## src/rtl/gap_alarm.sv

```systemverilog
module gap_alarm #(
  parameter int ADDR_W  = 5,
  parameter int DATA_W  = 32,
  parameter int DAY_W   = 8,
  parameter int SEC_TOP = 59,
  parameter int MIN_TOP = 59,
  parameter int HR_TOP  = 23
) (
  input  logic              clk,
  input  logic              rst_n,
  input  logic              tick,
  input  logic              bus_we,
  input  logic [ADDR_W-1:0] bus_addr,
  input  logic [DATA_W-1:0] bus_wdata,
  output logic [DATA_W-1:0] bus_rdata,
  output logic              irq
);
  localparam logic [ADDR_W-1:0] A_GAP = ADDR_W'('h0C);
  localparam logic [ADDR_W-1:0] A_RUN = ADDR_W'('h14);
  localparam logic [ADDR_W-1:0] A_IEN = ADDR_W'('h18);
  localparam logic [ADDR_W-1:0] A_STA = ADDR_W'('h1C);
  localparam int S_LSB = 0, M_LSB = 8, H_LSB = 16, D_LSB = 21, RUN_BIT = 8;

  logic [5:0]       sec, min, sec_d, min_d;
  logic [4:0]       hr, hr_d;
  logic [DAY_W-1:0] day, day_d;
  logic             run, ien, pend;

  wire wr_gap   = bus_we && bus_addr == A_GAP;
  wire wr_run   = bus_we && bus_addr == A_RUN;
  wire wr_ien   = bus_we && bus_addr == A_IEN;
  wire wr_sta   = bus_we && bus_addr == A_STA;
  wire count_nz = |{sec, min, hr, day};
  wire last_sec = sec == 6'd1 && min == '0 && hr == '0 && day == '0;
  wire step     = tick && run && count_nz && !wr_gap;
  wire expire   = step && last_sec;
  wire clr      = wr_sta && bus_wdata[0];

  always_comb begin
    sec_d = sec;
    min_d = min;
    hr_d  = hr;
    day_d = day;
    if (sec != '0) sec_d = sec - 6'd1;
    else begin
      sec_d = 6'(SEC_TOP);
      if (min != '0) min_d = min - 6'd1;
      else begin
        min_d = 6'(MIN_TOP);
        if (hr != '0) hr_d = hr - 5'd1;
        else begin
          hr_d  = 5'(HR_TOP);
          day_d = day - 1'b1;
        end
      end
    end
  end

  always_ff @(posedge clk) begin
    if (!rst_n) begin
      sec  <= '0;
      min  <= '0;
      hr   <= '0;
      day  <= '0;
      run  <= 1'b0;
      ien  <= 1'b0;
      pend <= 1'b0;
    end else begin
      if (wr_gap) begin
        sec <= bus_wdata[S_LSB +: 6];
        min <= bus_wdata[M_LSB +: 6];
        hr  <= bus_wdata[H_LSB +: 5];
        day <= bus_wdata[D_LSB +: DAY_W];
      end else if (step) begin
        sec <= sec_d;
        min <= min_d;
        hr  <= hr_d;
        day <= day_d;
      end
      if (wr_run) run <= bus_wdata[RUN_BIT];
      if (wr_ien) ien <= bus_wdata[0];
      pend <= expire | (pend & ~clr);
    end
  end

  assign irq = pend & ien;

  always_comb begin
    bus_rdata = '0;
    case (bus_addr)
      A_GAP: begin
        bus_rdata[S_LSB +: 6]     = sec;
        bus_rdata[M_LSB +: 6]     = min;
        bus_rdata[H_LSB +: 5]     = hr;
        bus_rdata[D_LSB +: DAY_W] = day;
      end
      A_RUN:   bus_rdata[RUN_BIT] = run;
      A_IEN:   bus_rdata[0] = ien;
      A_STA:   bus_rdata[0] = pend;
      default: bus_rdata = '0;
    endcase
  end

  AST_HOLD_NO_TICK: assert property (@(posedge clk) disable iff (!rst_n)
    !tick && !wr_gap |=> $stable({sec, min, hr, day}));
  AST_FREEZE_STOPPED: assert property (@(posedge clk) disable iff (!rst_n)
    !run && !wr_gap |=> $stable({sec, min, hr, day}));
  AST_ZERO_STAYS: assert property (@(posedge clk) disable iff (!rst_n)
    !count_nz && !wr_gap |=> !count_nz);
  AST_PEND_FROM_TICK: assert property (@(posedge clk) disable iff (!rst_n)
    $rose(pend) |-> $past(tick && run));
  AST_PEND_STICKY: assert property (@(posedge clk) disable iff (!rst_n)
    pend && !clr |=> pend);
  AST_SET_BEATS_CLEAR: assert property (@(posedge clk) disable iff (!rst_n)
    tick && run && last_sec && !wr_gap && clr |=> pend);
endmodule

```

## config.mk

```make
export PLATFORM = sky130hd
export DESIGN_NAME = gap_alarm
export DESIGN_NICKNAME = d
export VERILOG_FILES = /design/src/rtl/gap_alarm.sv
export SDC_FILE = /design/constraint.sdc
export NUM_CORES = 1
export LEC_CHECK = 0
export CAP_MARGIN = 20
export CORE_ASPECT_RATIO = 1.75
export CORE_MARGIN = 2
export CORE_UTILIZATION = 40
export DETAILED_ROUTE_END_ITERATION = 16
export DONT_BUFFER_PORTS = 1
export SYNTH_ARGS = -nofsm -noshare
export SYNTH_HDL_FRONTEND = slang
export SYNTH_SLANG_ARGS = --single-unit
export TNS_END_PERCENT = 20
```

## constraint.sdc

```tcl
create_clock -name clk -period 2.4 [get_ports clk]
set_clock_uncertainty 0.2 [all_clocks]
set_input_delay 0.6 -clock clk [delete_from_list [all_inputs] [get_ports clk]]
set_output_delay 0.6 -clock clk [all_outputs]
set_load 0.05 [all_outputs]
```

==> qor.yml <==
fmax_ghz: 0.432
drive_above_1_share_pct: 29.5
synth_top_family_by_area: "simple AND/OR/NAND/NOR gates"
vias: 2097
holdCritStartpoint: "rst_n"
worstSetupEndpointType: "output port"
synth_area_um2: 2150
r2r_start: "hr[1]"
path_max_fanout: 24
coreArea_um2: 5210
swShare_pct: 25.7
rows: 35
syn2layout_area_growth_pct: 27.2
synth.area.top_cells: "dfxtp_1 26%, and2_1 7.0%, ha_1 4.7%"
die_y_um: 101
p_per_area_nw_per_um2: 376
final_cells: 357
insertion_delay_ns: 0.28
outcome: "finished clean"
die_area_um2: 6010
min_period_ns: 2.31
cts_buffers: 3
synth_seq_area_share_pct: 26.0
yosysTopAreaCell: "dfxtp_1"
yosys_register_bits: 28
grt_pass1_wl_um: 9200
hold_class: "input port to register"
grt_pass1_vias: 1962
synth_flop_cell: "dfxtp_1"
finish.instance_area_um2: 2740
cts_buffer_depth: 2
drtAntennaViolNets: 0
setup_violations: 0
htree_levels: 1
synth_edf_count: 0
clock_sinks: 28
dpl.hpwl_um: 4330
tritoncts: "built"
p_switching_mw: 0.265
routedWlPerCell_um: 16.6
via_per_inst: 5.87
wl_um: 5920
antenna_cells: 0
fin_nets: 352
netlist_instances: 275
io_pins: 74
p_total_mw: 1.03
first_pass_iters: 4
fin_crit_sh_pct: 96.4
drt_iter0_markers: 45
grt_max_degree: 38
synth_top_area_share_pct: 26.0
combPwrFrac_pct: 16.2
ir_drop_mv: 0.226
grt_use_total_pct: 19.6
critPathLaunchType: "input port"
synth_compound_area_share_pct: 19.2
gp_congestion: 0.779
whs_ns: 0.245
synth_cell_types: 58
yosysWarnings: 0
root_buffer: "clkbuf_8"
crit_required_ns: 1.60
portBuffers: 0
clkTransAtPathRegs_ns: 0.10
start_util_pct: 41.3
postSynthAreaPerCell_um2: 7.83
pwr-share-seq_pct: 46.3
cp.arrival_ns: 1.51
intPower_mw: 0.765
slew_viol_final: 0
leakagePower_nw: 1.09
critPathKind: "input port to output port"
global_route.overflow_total: 0
final_hold_viol_count: 0
drc_errors: 0
synth-simple-area-share_pct: 36.4
final_common_cell: "dfxtp_1"
clock_power_share_pct: 37.5
synth_fa_ha_area_share_pct: 4.65
antenna_found_initial: 0
fp.dieW_um: 59.4
synth_mux_area_share_pct: 3.31
cts_hold_buf: 0
place_area_um2: 2560
rsz0062_at_grt: "true"
final_core_util_pct: 52.5
dp.cells: 345
synth-xor-area-share_pct: 2.85
final_cell_mix: "26 x dfxtp_1, 23 x nand2_1, 23 x buf_4"
drv_cap: 0
crit_start: "bus_addr[3]"
synthArstFlopShare_pct: 0
[per-stage QoR]
stage / setup slack, ns / setup TNS [ns]
floorplan: -0.0758 / -1.56
finish: 0.0853 / 0
global route: -0.0206 / -0.0405
detailed placement: 0.0330 / 0
global placement: 0.0705 / 0
CTS: 0.00745 / 0
[sequential cells by signal, indices dropped and copies added, names as in the netlist]
name and cells:
day 8, hr 5, ien 1, min 6
pend 1, run 1, sec 6
[path summary, 6_finish.rpt]
check / endpoint / slack (ns) / cells after the start
max: bus_rdata[8] / 0.09 / 5
min: min[2] / 0.24 / 1
max reg2reg: day[3] / 0.10 / 9
min reg2reg: hr[1] / 0.29 / 2
[per-layer routing]
metal,wire length [um],vias to the layer above,GRT usage (%)
li1,-,1033,-
met1,2280,1003,21.1
met2,3270,55,38.0
met3,311,6,1.93
met4,59,0,6.12
met5,0,-,0
[power by group through the flow]
stage,logic (mW),clock network [mW],registers (mW)
5_1_grt,0.180,0.403,0.477
6_report,0.167,0.387,0.476
4_1_cts,0.140,0.389,0.476
2_1_floorplan,0.120,0,0.486
3_5_place_dp,0.139,0,0.487
3_3_place_gp,0.136,0,0.487
[cell usage after synthesis, types with 2 or more instances]
cell type  number
mux2i_1         6
a31oi_1         3
and2_1         24
nor2b_1         2
clkbuf_1       11
nand4_1         3
xnor2_1         2
dfxtp_1        28
o21a_1          2
or2_2           4
nor2_1         18
a21o_1          2
and3_1          3
nor4_1          6
o21ai_0        14
a21oi_1         8
and2_0          2
and3b_1         2
inv_1          10
buf_2           3
buf_4           7
or4b_4          2
xor2_1          5
nor3_1         12
nand2_1        23
nor4_4          2
a211oi_1        9
o211ai_1        3
nand3_1        18
ha_1            8
a311oi_1        4
or3_1           3
[worst max-delay path, stage by stage]
cell     delay, ns
nor3b_2       0.14
and3b_2       0.21
buf_12        0.15
a22o_4        0.26
buf_12        0.14
[what timing repair did]
item | 4_1_cts | 5_1_grt
buffers inserted | 0 | 8
resized for setup | 0 | 10
setup endpoints to repair | 0 | 14
[cells by family (layout without fill, tap and decap cells)]
family | Yosys count | count (layout)
AOI/OAI and AO/OA | 58 | 58
xor gates and xnor gates | 7 | 7
adders and majority gates | 8 | 8
buffers and inverters | 32 | 53
DFF | 28 | 28
muxes | 7 | 7
other | 1 | 7
and+or+nand+nor | 134 | 134
[area by class of cell]
class	instances	area (um^2)
Clock buffer	3	41.3
Clock inverter	1	30.0
Fill cell	519	2470
Inverter	10	37.5
Multi-Input combinational cell	221	1510
Sequential cell	28	563
Tap cell	55	68.8
Timing Repair Buffer	39	484
No activity file was read; power rests on OpenSTA's default activity.
